`config.mk`:
```
export PLATFORM = sky130hd
export DESIGN_NAME = boot_select_seq
export DESIGN_NICKNAME = d
export VERILOG_FILES = /design/src/rtl/boot_sel_pkg.sv /design/src/rtl/boot_strap_capture.sv /design/src/rtl/boot_strap_eval.sv /design/src/rtl/boot_seq_fsm.sv /design/src/rtl/boot_select_seq.sv
export SDC_FILE = /design/constraint.sdc
export NUM_CORES = 1
export LEC_CHECK = 0
export BUFFER_PORTS_ARGS = -buffer_cell sky130_fd_sc_hd__buf_4
export CELL_PAD_IN_SITES_DETAIL_PLACEMENT = 2
export CELL_PAD_IN_SITES_GLOBAL_PLACEMENT = 2
export CORE_MARGIN = 4
export CORE_UTILIZATION = 32
export DETAILED_ROUTE_END_ITERATION = 6
export PLACE_DENSITY_LB_ADDON = 0.1
export SLEW_MARGIN = 10
export SYNTH_ARGS = -nofsm -noshare
export SYNTH_HDL_FRONTEND = slang
export SYNTH_SLANG_ARGS = --single-unit
```
`constraint.sdc`:
```
create_clock -name clk -period 5.1 [get_ports clk]
set_input_delay 0.255 -clock clk [delete_from_list [all_inputs] [get_ports clk]]
set_output_delay 0.255 -clock clk [all_outputs]
set_load 0.05 [all_outputs]
```
`src/rtl/boot_sel_pkg.sv`:
```
// Package: shared state encoding for the boot source sequencer.
package boot_sel_pkg;
    typedef enum logic [2:0] {
        ST_IDLE,
        ST_READ_CFG,
        ST_CHECK_PIN,
        ST_READ_VEC1,
        ST_READ_VEC0,
        ST_DONE
    } boot_state_e;
endpackage

```
`src/rtl/boot_strap_capture.sv`:
```
// Module: boot_strap_capture
// Holds the GPIO snapshot and the strap configuration for one sequence.
// Assumes: snap_gpio pulses in the first cycle after reset and snap_cfg
// pulses once afterwards; both captures are then frozen until reset.
module boot_strap_capture #(
    parameter int N_PORTS       = 8,
    parameter int PINS_PER_PORT = 8,
    localparam int PORT_W = $clog2(N_PORTS),
    localparam int PIN_W  = $clog2(PINS_PER_PORT),
    localparam int GPIO_W = N_PORTS * PINS_PER_PORT
) (
    input  logic              clk,
    input  logic              rst_n,
    input  logic              snap_gpio,
    input  logic              snap_cfg,
    input  logic [GPIO_W-1:0] gpio_in,
    input  logic              cfg_en,
    input  logic              cfg_pol,
    input  logic [PORT_W-1:0] cfg_port,
    input  logic [PIN_W-1:0]  cfg_pin,
    output logic [GPIO_W-1:0] gpio_q,
    output logic              en_q,
    output logic              pol_q,
    output logic [PORT_W-1:0] port_q,
    output logic [PIN_W-1:0]  pin_q
);
    // Capture pin levels once after reset release.
    always_ff @(posedge clk) begin
        if (!rst_n) begin
            gpio_q <= '0;
        end else if (snap_gpio) begin
            gpio_q <= gpio_in;
        end
    end

    // Capture the strap configuration in the configuration-read step.
    // Reset value disables the strap.
    always_ff @(posedge clk) begin
        if (!rst_n) begin
            en_q   <= 1'b1;
            pol_q  <= 1'b1;
            port_q <= '1;
            pin_q  <= '1;
        end else if (snap_cfg) begin
            en_q   <= cfg_en;
            pol_q  <= cfg_pol;
            port_q <= cfg_port;
            pin_q  <= cfg_pin;
        end
    end
endmodule

```
`src/rtl/boot_strap_eval.sv`:
```
// Module: boot_strap_eval
// Combinational strap decision: selects one pin of the snapshot, blocks
// pins that are locked at reset, and compares the level with the polarity.
// Assumes: inputs come from registers held steady during the sequence.
module boot_strap_eval #(
    parameter int N_PORTS       = 8,
    parameter int PINS_PER_PORT = 8,
    localparam int PORT_W = $clog2(N_PORTS),
    localparam int PIN_W  = $clog2(PINS_PER_PORT),
    localparam int GPIO_W = N_PORTS * PINS_PER_PORT,
    parameter logic [GPIO_W-1:0] LOCK_MASK = 64'h0000_0080_800F_0000
) (
    input  logic [GPIO_W-1:0] gpio_q,
    input  logic              en_q,
    input  logic              pol_q,
    input  logic [PORT_W-1:0] port_q,
    input  logic [PIN_W-1:0]  pin_q,
    output logic              strap_hit
);
    logic [N_PORTS-1:0] port_level;
    logic [N_PORTS-1:0] port_locked;

    // One pin selector per port; the port mux then picks among them.
    for (genvar p = 0; p < N_PORTS; p++) begin : g_port
        logic [PINS_PER_PORT-1:0] lvl_slice;
        logic [PINS_PER_PORT-1:0] lock_slice;
        assign lvl_slice      = gpio_q[p*PINS_PER_PORT +: PINS_PER_PORT];
        assign lock_slice     = LOCK_MASK[p*PINS_PER_PORT +: PINS_PER_PORT];
        assign port_level[p]  = lvl_slice[pin_q];
        assign port_locked[p] = lock_slice[pin_q];
    end

    logic sel_level;
    logic sel_locked;

    // Select the chosen port's pin and lock status.
    always_comb begin
        sel_level  = port_level[port_q];
        sel_locked = port_locked[port_q];
        strap_hit  = !en_q && !sel_locked && (sel_level == pol_q);
    end
endmodule

```
`src/rtl/boot_seq_fsm.sv`:
```
// Module: boot_seq_fsm
// Sequencer: steps through configuration read, strap check, blank check
// and vector fetch, and registers the boot decision and loaded vectors.
// Assumes: mem_valid arrives only while mem_req is high; reads have no
// timeout.
module boot_seq_fsm
    import boot_sel_pkg::*;
#(
    parameter int            ADDR_W  = 32,
    parameter int            DATA_W  = 32,
    parameter logic [ADDR_W-1:0] SP_ADDR = 32'h0000_0000,
    parameter logic [ADDR_W-1:0] PC_ADDR = 32'h0000_0004
) (
    input  logic              clk,
    input  logic              rst_n,
    input  logic              strap_hit,
    input  logic              mem_valid,
    input  logic [DATA_W-1:0] mem_rdata,
    output boot_state_e       state,
    output logic              mem_req,
    output logic [ADDR_W-1:0] mem_addr,
    output logic              boot_rom,
    output logic              rom_remap,
    output logic [DATA_W-1:0] sp_out,
    output logic [DATA_W-1:0] pc_out,
    output logic              done
);
    localparam logic [DATA_W-1:0] BLANK_WORD = '1;

    boot_state_e state_nx;
    logic        vec1_blank;

    assign vec1_blank = (mem_rdata == BLANK_WORD);

    // Next-state selection in the fixed decision order.
    always_comb begin
        state_nx = state;
        case (state)
            ST_IDLE:      state_nx = ST_READ_CFG;
            ST_READ_CFG:  state_nx = ST_CHECK_PIN;
            ST_CHECK_PIN: state_nx = strap_hit ? ST_DONE : ST_READ_VEC1;
            ST_READ_VEC1: if (mem_valid) state_nx = vec1_blank ? ST_DONE : ST_READ_VEC0;
            ST_READ_VEC0: if (mem_valid) state_nx = ST_DONE;
            ST_DONE:      state_nx = ST_DONE;
            default:      state_nx = ST_IDLE;
        endcase
    end

    // Read channel driven straight from the state.
    always_comb begin
        mem_req  = (state == ST_READ_VEC1) || (state == ST_READ_VEC0);
        mem_addr = (state == ST_READ_VEC1) ? PC_ADDR : SP_ADDR;
    end

    // State register and one-cycle completion strobe.
    always_ff @(posedge clk) begin
        if (!rst_n) begin
            state <= ST_IDLE;
            done  <= 1'b0;
        end else begin
            state <= state_nx;
            done  <= (state_nx == ST_DONE) && (state != ST_DONE);
        end
    end

    // Boot decision and vector registers.
    always_ff @(posedge clk) begin
        if (!rst_n) begin
            boot_rom  <= 1'b0;
            rom_remap <= 1'b0;
            sp_out    <= '0;
            pc_out    <= '0;
        end else begin
            if (state == ST_CHECK_PIN && strap_hit) begin
                boot_rom  <= 1'b1;
                rom_remap <= 1'b1;
            end
            if (state == ST_READ_VEC1 && mem_valid) begin
                if (vec1_blank) begin
                    boot_rom  <= 1'b1;
                    rom_remap <= 1'b1;
                end else begin
                    pc_out <= mem_rdata;
                end
            end
            if (state == ST_READ_VEC0 && mem_valid) begin
                sp_out <= mem_rdata;
            end
        end
    end
endmodule

```
`src/rtl/boot_select_seq.sv`:
```
// Module: boot_select_seq (top)
// After each reset, decides between boot ROM and flash application using a
// GPIO strap, a blank-flash test and a two-word vector fetch.
// Assumes: configuration inputs are steady from reset release until done.
module boot_select_seq
    import boot_sel_pkg::*;
#(
    parameter int N_PORTS       = 8,
    parameter int PINS_PER_PORT = 8,
    parameter int ADDR_W        = 32,
    parameter int DATA_W        = 32,
    localparam int PORT_W = $clog2(N_PORTS),
    localparam int PIN_W  = $clog2(PINS_PER_PORT),
    localparam int GPIO_W = N_PORTS * PINS_PER_PORT
) (
    input  logic              clk,
    input  logic              rst_n,
    input  logic              cfg_en,
    input  logic              cfg_pol,
    input  logic [PORT_W-1:0] cfg_port,
    input  logic [PIN_W-1:0]  cfg_pin,
    input  logic [GPIO_W-1:0] gpio_in,
    output logic              mem_req,
    output logic [ADDR_W-1:0] mem_addr,
    input  logic              mem_valid,
    input  logic [DATA_W-1:0] mem_rdata,
    output logic              boot_rom,
    output logic              rom_remap,
    output logic [DATA_W-1:0] sp_out,
    output logic [DATA_W-1:0] pc_out,
    output logic              done
);
    boot_state_e       state;
    logic [GPIO_W-1:0] gpio_q;
    logic              en_q;
    logic              pol_q;
    logic [PORT_W-1:0] port_q;
    logic [PIN_W-1:0]  pin_q;
    logic              strap_hit;

    boot_strap_capture #(
        .N_PORTS(N_PORTS), .PINS_PER_PORT(PINS_PER_PORT)
    ) u_capture (
        .clk(clk), .rst_n(rst_n),
        .snap_gpio(state == ST_IDLE),
        .snap_cfg(state == ST_READ_CFG),
        .gpio_in(gpio_in),
        .cfg_en(cfg_en), .cfg_pol(cfg_pol),
        .cfg_port(cfg_port), .cfg_pin(cfg_pin),
        .gpio_q(gpio_q), .en_q(en_q), .pol_q(pol_q),
        .port_q(port_q), .pin_q(pin_q)
    );

    boot_strap_eval #(
        .N_PORTS(N_PORTS), .PINS_PER_PORT(PINS_PER_PORT)
    ) u_eval (
        .gpio_q(gpio_q), .en_q(en_q), .pol_q(pol_q),
        .port_q(port_q), .pin_q(pin_q),
        .strap_hit(strap_hit)
    );

    boot_seq_fsm #(
        .ADDR_W(ADDR_W), .DATA_W(DATA_W)
    ) u_fsm (
        .clk(clk), .rst_n(rst_n),
        .strap_hit(strap_hit),
        .mem_valid(mem_valid), .mem_rdata(mem_rdata),
        .state(state),
        .mem_req(mem_req), .mem_addr(mem_addr),
        .boot_rom(boot_rom), .rom_remap(rom_remap),
        .sp_out(sp_out), .pc_out(pc_out),
        .done(done)
    );
endmodule

```
==> impl_results.md, run 1 <==
- Status: finished, final reports clean
- CTS Buf Count: 17
- Cells after Synth: roughly 700
- Maximum clock rate: 0.333 GHz
- Largest cells by area after synthesis: dfxtp_1 (45%), nand2_1 (12%), a21boi_0 (11%)
- CTS HTree Levels: 4
- Main synth FF type: dfxtp_1
- Setup crit start kind: flop
- N_diodes: 0
- Grt ovf: 0
- Vias in the first global route: around 5900
- I/O pin total: between 200 and 250
- Vias/cell: about 4.7
- Final net count: around 960
- Drt wl/cell: approximately 18 um
- Max-cap violations: 0
- Post-CTS resize count: 0
- Site row count: 51
- Initial DRC Count: ~140
- Crit path kind: reg -> reg
- Leak pwr: 3.72 nW
- RD Place Congestion: approximately 0.77
- Dpl ws: 2.03 ns
- Die Span Y: between 100 and 150 um
- HP Class: in -> reg
- RSZ-0062 raised after global routing: no
- Clock transition at path regs: 0.06 ns
- Flop-to-flop setup slack: 2.10 ns
- Final setup TNS: 0 ns
- Clock buffer depth: 2
- Post-synthesis sequential area ratio: between 40 and 50%
- Endpoints failing hold: 0
- Total core area: 0.0195 mm2
- Root Buffer: clkbuf_16
- Final WS setup: between 2 and 2.5 ns
- DRC Markers: 0
- Period minus WS final: 3.00 ns
- Post-synth EDFFs: 0
- Number of synthesis warnings: 0
- Slew HR: between 20 and 25%
- Cell Pwr Density: 352 mW/mm2
- Final setup fails: 0
- Synth unique cells: 46
- Via count: 5345
- #FFs+latches synth: ~140
- GR Util All Layers: 17.9%
- Crit-path max FO: 22
- Drt pass-1 iters: 4
- Top cell type's share of synthesized area: between 40% and 50%
- Hold Buf Count CTS: 0
- Cell area after synthesis: approximately 0.0064 mm2
- Fin Clk Skew: about 0.0091 ns
- Post-Route Utilization: 42.6%
- Die Wd: between 100 and 150 um
- Register Area: slightly below 0.003 mm2
- Area of the multi-input gates: 0.00315 mm2
- Final hold slack: slightly above 0.08 ns
- TritonCTS Sinks: 144
- Setup bufs post-CTS: 0
- Asr flop ratio synth: 0%
- Final slew viol count: 0
- CTS tree: done
- Layout cells sized above 1: about a quarter
- Initial Util: 32.7%
- Post-route ant nets: 0
- Routed WL: approximately 20000 um
- Mapped Avg Cell Area: about 9.1 um2
- IO buf count: about 180
- Data required time of the worst path: 5.40 ns
- Layout Area Growth over Synthesis: 30.3%
- Worst slew pin tran: 1.15 ns
- Initial antenna violation count: 0
- DIE AREA: between 0.02 and 0.025 mm2
- Pin count of the biggest net entering global routing: 105
- Fillers: 2182
- Clock Latency Late Sink: around 0.41 ns
- First-pass GRT wire length: approximately 31000 um
- CP Capture Type: flop
- Detailed placement HPWL: between 10000 and 15000 um
- Final period util: 58.8%
- Crit path DAT: 3.30 ns
- Dominant cell type by area after synthesis: dfxtp_1
- Worst ir drop on vdd: between 200 and 250 uV
## path summary, 6_finish.rpt
path                                                       start                                to  depth (start not counted)
worst min register to register  u_capture.gpio_q[1]$_SDFFE_PN0N_  u_capture.gpio_q[1]$_SDFFE_PN0N_                          2
worst min-delay path                                 cfg_port[1]  u_capture.port_q[1]$_SDFFE_PN1N_                          3
worst max register to register   u_capture.pin_q[1]$_SDFFE_PN1N_         u_fsm.boot_rom$_SDFF_PN0_                          7
worst max-delay path             u_capture.pin_q[1]$_SDFFE_PN1N_         u_fsm.boot_rom$_SDFF_PN0_                          7
## cells by family after synthesis
family                    count (synthesis)  share of synthesized area, %
other                                     1                        0.0588
muxes                                    63                          12.5
buffers and inverters                    85                          7.42
and+or+nand+nor                         290                          20.0
xor gates and xnor gates                  1                         0.137
AOI/OAI and AO/OA                       119                          14.7
DFF                                     144                          45.2
## flip-flops by register name (all words and copies together), names as in the netlist, 2 cells and up
| signal | flops |
|---|---|
| u_capture.gpio_q | 64 |
| u_capture.pin_q | 3 |
| u_capture.port_q | 3 |
| u_eval.port_locked | 2 |
| u_fsm.pc_out | 32 |
| u_fsm.sp_out | 32 |
| u_fsm.state | 3 |
## synth_stat cells, drive strengths merged, types with 2 or more instances
cell type	number
inv	3
o221a	4
nand2b	5
clkbuf	39
buf	42
a21oi	2
nor2	12
or2b	2
mux2	3
nand3	6
a2111oi	2
o211ai	3
mux2i	49
o21ai	3
nor4	2
nor2b	37
nand4	8
dfxtp	144
a21boi	96
mux4	11
a211oi	2
nand2	208
and3	2
## cells in the final DEF (no fill, tap or decap), types with 2 or more instances in the layout
| master | synthesis | routed |
|---|---|---|
| and3_1 | 2 | 2 |
| dfxtp_1 | 144 | 144 |
| nand4_1 | 8 | 8 |
| clkbuf_8 | 0 | 3 |
| clkinvlp_4 | 0 | 3 |
| o221a_1 | 4 | 4 |
| clkbuf_16 | 0 | 17 |
| nand2_1 | 208 | 208 |
| or2b_1 | 2 | 2 |
| nor2b_1 | 37 | 37 |
| a211oi_1 | 2 | 2 |
| o21ai_0 | 3 | 3 |
| a21oi_1 | 2 | 2 |
| buf_4 | 33 | 180 |
| a21boi_0 | 96 | 96 |
| mux4_2 | 6 | 6 |
| o211ai_1 | 3 | 3 |
| mux4_1 | 5 | 5 |
| mux2i_1 | 49 | 49 |
| nor2_1 | 12 | 12 |
| clkinv_2 | 0 | 4 |
| a2111oi_0 | 2 | 2 |
| conb_1 | 1 | 31 |
| inv_1 | 3 | 3 |
| nand2b_1 | 5 | 5 |
| mux2_2 | 2 | 2 |
| nand3_1 | 6 | 5 |
| bufinv_16 | 0 | 2 |
## stage by stage
step	instances	total power, mW	area (um2)
floorplan	733	1.59	6490
detailed placement	1097	1.73	7720
global route	1128	3.08	8310
global placement	1097	1.71	7720
finish	1128	2.93	8310
CTS	1128	2.98	8310
## worst max-delay path, stage by stage (launching register included)
cell and delay, ns:
dfxtp_1 1.08, mux4_2 0.62, nor2_1 0.12, nor4bb_1 0.08
nor4_2 0.30, mux2i_1 0.32, o2bb2ai_2 0.13, o221a_1 0.24
## power by group
group | switching (mW) | total, mW | internal (mW)
logic | 0.265 | 0.448 | 0.183
clock network | 0.473 | 1.23 | 0.753
registers | 0.0612 | 1.25 | 1.19
## cell type report
cell class	instances	share of cell area, %
Clock buffer	21	5.66
Multi-Input combinational cell	504	37.9
Sequential cell	144	34.7
Clock inverter	10	1.34
Timing Repair Buffer	180	16.3
Tap cell	265	3.99
Inverter	4	0.181
## metal layers
metal  part of all wire, %  wire length (um)  up-vias  track usage (%)
met4                   1.1               216        0             4.53
li1                      -                 -     2589                -
met1                    45              8940     2603             22.6
met5                     0                 0        -                0
met3                   4.5               895       15             4.35
met2                    49              9780      138             30.8
Note: power is estimated with default switching activity, not from simulation.
==> run 2, diff against run 1 <==
--- a/config.mk
+++ b/config.mk
@@ -9,7 +9,7 @@
 export CELL_PAD_IN_SITES_DETAIL_PLACEMENT = 2
 export CELL_PAD_IN_SITES_GLOBAL_PLACEMENT = 2
 export CORE_MARGIN = 4
-export CORE_UTILIZATION = 32
+export CORE_UTILIZATION = 27
 export DETAILED_ROUTE_END_ITERATION = 6
 export PLACE_DENSITY_LB_ADDON = 0.1
 export SLEW_MARGIN = 10
==> constraint.sdc (replaced) <==
create_clock -name clk -period 2.7 [get_ports clk]
set_input_delay 0.135 -clock clk [delete_from_list [all_inputs] [get_ports clk]]
set_output_delay 0.135 -clock clk [all_outputs]
set_load 0.05 [all_outputs]
==> run 2 against run 1 <==
Effect of this change: routed wire length is 6.6% higher; combinational power is 120% higher; global-route usage is 1.7 points lower; largest power group unchanged; worst hold slack worse by 0.070 ns; register-to-register slack worse by 1.9 ns; first-iteration DRC count is 5.0% lower; utilization is 1.5 points lower; sequential share of layout area is 4.0 points lower.
==> impl_results.md, run 2 (same netlist as run 1, synthesis figures left out) <==
- Detailed placement HPWL: 14900 um (+1.7%)
- Status: finished, final reports clean
- RSZ-0062 raised after global routing: no
- Via count: 5766 (+7.9%)
- First-pass GRT wire length: 34200 um (+8.5%)
- Setup bufs post-CTS: 0 (unchanged)
- Cell Area, Placed: 0.00787 mm2 (+1.9%)
- Leading cell types in the layout, fill and taps excluded: nand2_1 (208), buf_4 (186), dfxtp_1 (144)
- Hold Buf Count CTS: 96 (+96)
- Final setup TNS: 0 ns (unchanged)
- Crit path kind: reg -> reg
- Fillers: 2488 (+14%)
- Setup crit start kind: flop
- Initial Util: 27.8% (-4.8 points)
- Leak pwr: 4.17 nW (+12%)
- DRC Markers: 0 (unchanged)
- RD Place Congestion: 0.738 (-3.6%)
- N_diodes: 0 (unchanged)
- Vias/cell: 4.50 (-5.0%)
- Vias in the first global route: 6384 (+8.8%)
- Crit-path max cell delay: 0.52 ns (-0.56 ns)
- CTS Buf Count: 17 (unchanged)
- Final net count: 1062 (+11%)
- Layout Area Growth over Synthesis: 47.5%
- Pin count of the biggest net entering global routing: 93 (-11%)
- Final slew viol count: 0 (unchanged)
- Crit-path cells: buf_12 > mux4_2 > nor2_1 > nor4bb_1 > nor4_2 > mux2i_1 > o2bb2ai_2 > o221a_1
- Top reg by flops: u_capture.gpio_q
- Post-CTS resize count: 0 (unchanged)
- Data required time of the worst path: 3.00 ns (-2.40 ns)
- Die Span Y: 162 um (+8.4%)
- Clock transition at path regs: 0.06 ns (about the same)
- Post-route ant nets: 0 (unchanged)
- CP Capture Type: flop
- CTS tree: done
- Fin Clk Skew: 0.0110 ns (+0.00190 ns)
- Worst ir drop on vdd: 271 uV (+19%)
- Worst setup path start: u_capture.pin_q[1]$_SDFFE_PN1N_
- Root Buffer: clkbuf_16
- Final setup fails: 0 (unchanged)
- Crit-path max FO: 19 (-14%)
- HP Start: gpio_in[30]
- Maximum clock rate: 0.403 GHz (+21%)
- Initial DRC Count: 132 (-5.0%)
- GR Util All Layers: 16.2% (-1.7 points)
- Slowest cell on crit path: mux4_2
- Crit path DAT: 2.78 ns (-0.52 ns)
- Final period util: 91.9% (+33 points)
- Clock buffer depth: 2 (unchanged)
- Total core area: 0.0229 mm2 (+17%)
- Layout cells sized above 1: 24.5% (-1.8 points)
- Endpoints failing hold: 0 (unchanged)
- TritonCTS Sinks: 144 (unchanged)
- Fin area: 0.00941 mm2 (+13%)
- HP Class: in -> reg
- Period minus WS final: 2.48 ns (-0.521 ns)
- I/O pin total: 207 (unchanged)
- Most common cell after layout, fill and taps aside: nand2_1
- R2r startpoint: u_capture.pin_q[1]$_SDFFE_PN1N_
- Cell Pwr Density: 599 mW/mm2 (+70%)
- Drt pass-1 iters: 4 (unchanged)
- Die Wd: 162 um (+8.4%)
- IO buf count: 175 (unchanged)
- Grt ovf: 0 (unchanged)
- Routed WL: 21100 um (+6.6%)
- Initial antenna violation count: 0 (unchanged)
- DIE AREA: 0.0261 mm2 (+17%)
- Drt wl/cell: 16.5 um (-6.2%)
- CTS HTree Levels: 4 (unchanged)
- Largest register FFs: 64 (unchanged)
- Worst slew pin tran: 0.810 ns (-0.342 ns)
- Max-cap violations: 0 (unchanged)
- Site row count: 55 (+7.8%)
- Clock Latency Late Sink: 0.42 ns (about the same)
- Slew HR: 46.0% (+23 points)
- Biggest regs: u_capture.gpio_q x64, u_fsm.pc_out x32, u_fsm.sp_out x32
## run 2: power breakdown
group          internal (mW)  total [mW]  leakage, nW  switching, mW
logic                  0.449        1.00         2.71          0.552
registers               2.25        2.35         1.18         0.0938
clock network           1.26        2.29        0.280           1.03
total                   3.96        5.64         4.17           1.68
## run 2: final timing paths
| kind | endpoint | slack (ns) | depth (start not counted) |
|---|---|---|---|
| worst max-delay path | u_fsm.rom_remap$_SDFF_PN0_ | 0.22 | 8 |
| worst min-delay path | u_capture.gpio_q[30]$_SDFFE_PN0N_ | 0.01 | 3 |
| worst max register to register | u_fsm.rom_remap$_SDFF_PN0_ | 0.22 | 8 |
| worst min register to register | u_fsm.sp_out[4]$_SDFFE_PN0P_ | 0.46 | 2 |
## run 2: worst max-delay path: cells and delay by family, from the launching register on
kind | cells | cell delay (ns)
muxes | 2 | 0.85
and+or+nand+nor | 3 | 0.52
DFF | 1 | 0.40
AOI/OAI and AO/OA | 2 | 0.38
buffers and inverters | 1 | 0.20
## run 2: per-layer routing
layer	up-vias	GRT usage, %	share of wire, %
met2	130	29.7	52
met4	0	4.27	1.1
met1	2815	19.5	44
met5	-	0	0
met3	19	2.92	3.6
li1	2802	-	-
## run 2: final cells by class
cell class	count	area [um2]	share of cell area [%]
clock buffer	19	453	4.82
clock inverter	13	123	1.30
inverter	4	15.0	0.160
multi-input combinational	504	3140	33.4
sequential	144	2880	30.6
tap	313	392	4.16
timing repair buffer	284	2400	25.5
## run 2: metrics by stage
| stage | hold slack [ns] | utilization [%] | instances | total power, mW | worst slack [ns] |
|---|---|---|---|---|---|
| 2_1_floorplan | 0.264 | - | 733 | 2.99 | 0.313 |
| 3_3_place_gp | 0.367 | 34.3 | 1153 | 3.26 | 0.333 |
| 3_5_place_dp | 0.373 | 34.3 | 1153 | 3.30 | 0.254 |
| 4_1_cts | 0.0000770 | 41.0 | 1281 | 5.72 | 0.204 |
| 5_1_grt | 0.0193 | 41.0 | 1281 | 5.92 | 0.0420 |
| 6_report | 0.0111 | 41.0 | 1281 | 5.64 | 0.220 |
==> run 3, diff against run 2 <==
--- a/config.mk
+++ b/config.mk
@@ -11,7 +11,7 @@
 export CORE_MARGIN = 4
 export CORE_UTILIZATION = 27
 export DETAILED_ROUTE_END_ITERATION = 6
-export PLACE_DENSITY_LB_ADDON = 0.1
+export PLACE_DENSITY = 0.8
 export SLEW_MARGIN = 10
 export SYNTH_ARGS = -nofsm -noshare
 export SYNTH_HDL_FRONTEND = slang
==> run 3 against run 2 <==
Effect of this change: sequential power barely moved; final cell count shrank 1.2%; clock skew grew 0.0027 ns; sequential cell count stayed put; critical path type unchanged.
==> impl_results.md, run 3 (same netlist as run 1, synthesis figures left out) <==
- Crit-path cells: buf_4 > mux4_1 > mux2i_1 > nor2_1 > o311ai_4 > xnor2_1 > or2b_1 > a22o_1
- Crit path kind: reg -> reg
- Initial antenna violation count: 0 (unchanged)
- Initial Util: 27.8% (unchanged)
- Fin Clk Skew: 0.0137 ns (+0.00271 ns)
- Endpoints failing hold: 0 (unchanged)
- CTS tree: done
- CTS HTree Levels: 4 (unchanged)
- GR Util All Layers: 17.6% (+1.4 points)
- Drt wl/cell: 18.1 um (+9.9%)
- TritonCTS Sinks: 144 (unchanged)
- Die Wd: 162 um (unchanged)
- N_diodes: 0 (unchanged)
- Biggest regs: u_capture.gpio_q x64, u_fsm.pc_out x32, u_fsm.sp_out x32
- Slew HR: 47.4% (+1.4 points)
- Worst slew pin tran: 0.786 ns (-0.0233 ns)
- Grt ovf: 0 (unchanged)
- Flop-to-flop setup slack: 0.21 ns (about the same)
- Worst r2r dst: u_fsm.state[1]$_SDFF_PN0_
- RD Place Congestion: 0.749 (+1.5%)
- Hold EP: u_capture.gpio_q[19]$_SDFFE_PN0N_
- Final net count: 1047 (-1.4%)
- Gate power share: 17.5% (-0.3 points)
- Largest register FFs: 64 (unchanged)
- Crit path DAT: 2.79 ns (about the same)
- Max-cap violations: 0 (unchanged)
- IO buf count: 175 (unchanged)
- First-pass GRT wire length: 36300 um (+6.3%)
- Detailed placement HPWL: 14900 um (about the same)
- Final setup TNS: 0 ns (unchanged)
- Leak pwr: 4.11 nW (-1.4%)
- Setup crit start kind: flop
- Clock Power Share: 41.9% (+1.3 points)
- Final hold slack: 0.00134 ns (-0.00981 ns)
- Worst ir drop on vdd: 359 uV (+32%)
- Fin area: 0.00927 mm2 (-1.4%)
- Register Area: 0.00288 mm2 (unchanged)
- Data required time of the worst path: 3.00 ns (about the same)
- Vias/cell: 4.52 (+0.47%)
- Layout cells sized above 1: 24.7% (+0.18 points)
- Final period util: 92.1% (+0.22 points)
- Hold Buf Count CTS: 79 (-18%)
- R2r startpoint: u_capture.pin_q[0]$_SDFFE_PN1N_
- Cell Pwr Density: 623 mW/mm2 (+4.0%)
- Cell Area, Placed: 0.00788 mm2 (about the same)
- Initial DRC Count: 208 (+58%)
- Clock Latency Late Sink: 0.42 ns (about the same)
- R2R depth: 8 (unchanged)
- Crit-path max FO: 8 (-11)
- Area of the multi-input gates: 0.00314 mm2 (unchanged)
- Most common cell after layout, fill and taps aside: nand2_1
- Leading cell types in the layout, fill and taps excluded: nand2_1 (208), buf_4 (187), dfxtp_1 (144)
- Crit-path max cell delay: 0.56 ns (+0.04 ns)
- Die Span Y: 162 um (unchanged)
- Pin count of the biggest net entering global routing: 79 (-15%)
- CTS Buf Count: 17 (unchanged)
- Routed WL: 23000 um (+8.6%)
- Period minus WS final: 2.49 ns (+0.00606 ns)
- Status: finished, final reports clean
- Post-CTS resize count: 0 (unchanged)
- Clock transition at path regs: 0.07 ns (about the same)
- Internal power: 4.15 mW (+4.8%)
- Clock buffer depth: 2 (unchanged)
- Slowest cell on crit path: mux4_1
- Vias in the first global route: 6361 (-0.36%)
- Maximum clock rate: 0.402 GHz (-0.24%)
- Drt pass-1 iters: 4 (unchanged)
- Via count: 5725 (-0.71%)
- NetSw: 1.63 mW (-2.9%)
- DIE AREA: 0.0261 mm2 (unchanged)
- Fillers: 2482 (-0.24%)
- HP Class: in -> reg
- Post-Route Utilization: 40.5% (-0.58 points)
- Total core area: 0.0229 mm2 (unchanged)
- RSZ-0062 raised after global routing: no
- Sequential Power Share: 40.6% (-1.0 points)
- Post-route ant nets: 0 (unchanged)
- I/O pin total: 207 (unchanged)
- CP Capture Type: flop
- Final setup fails: 0 (unchanged)
- Layout Area Growth over Synthesis: 45.4%
- Setup bufs post-CTS: 0 (unchanged)
- Hold Crit Depth: 3 (unchanged)
- Switching Share: 28.2% (-1.6 points)
- DRC Markers: 0 (unchanged)
- Root Buffer: clkbuf_16
- Final slew viol count: 0 (unchanged)
- HP Start: gpio_in[19]
- Top reg by flops: u_capture.gpio_q
- Site row count: 55 (unchanged)
run 3: worst max-delay path: cells and delay by family, from the launching register on:
kind	cells	cell delay, ns
xor+xnor	1	0.20
mux	2	0.71
compound gates	2	0.56
buf+inv	1	0.19
flops	1	0.35
simple gates	2	0.35
run 3: routing by layer:
layer / vias to the layer above / track usage, % / wire length (um)
met3: 35 / 3.10 / 640
li1: 2772 / - / -
met2: 121 / 32.4 / 12200
met5: - / 0 / 0
met4: 0 / 6.65 / 647
met1: 2797 / 20.3 / 9430
run 3: layout make-up:
type / count / share of cell area [%]
clock buffers: 20 / 4.71
clock inverters: 12 / 1.71
inverters: 4 / 0.162
multi-input cells: 504 / 33.9
flip-flops and latches: 144 / 31.1
well taps: 313 / 4.22
repair buffers: 269 / 24.2
run 3: worst max path at each step:
stage | start | cells past startpoint | to
2_1_floorplan | u_fsm.state[1]$_SDFF_PN0_ | 7 | u_fsm.pc_out[10]$_SDFFE_PN0P_
3_3_place_gp | u_capture.pin_q[0]$_SDFFE_PN1N_ | 8 | u_fsm.state[1]$_SDFF_PN0_
3_5_place_dp | u_capture.pin_q[0]$_SDFFE_PN1N_ | 8 | u_fsm.state[1]$_SDFF_PN0_
4_1_cts | u_capture.pin_q[0]$_SDFFE_PN1N_ | 8 | u_fsm.state[1]$_SDFF_PN0_
5_1_grt | u_capture.pin_q[1]$_SDFFE_PN1N_ | 8 | u_fsm.done$_SDFF_PN0_
6_report | u_capture.pin_q[0]$_SDFFE_PN1N_ | 8 | u_fsm.state[1]$_SDFF_PN0_
run 3: power groups by stage:
stage          logic, mW  clock network (mW)  registers [mW]
6_report            1.01                2.42            2.35
5_1_grt             1.11                2.58            2.36
4_1_cts             1.00                2.47            2.35
3_5_place_dp       0.906                   0            2.39
3_3_place_gp       0.884                   0            2.39
2_1_floorplan      0.602                   0            2.39
run 3: stage by stage:
stage                     power [mW]  cells  worst slack (ns)
after floorplan                 2.99    733             0.313
after global placement          3.27   1154             0.361
after detailed placement        3.30   1154             0.279
after CTS                       5.82   1265             0.221
after global routing            6.05   1266            0.0318
final                           5.78   1266             0.214
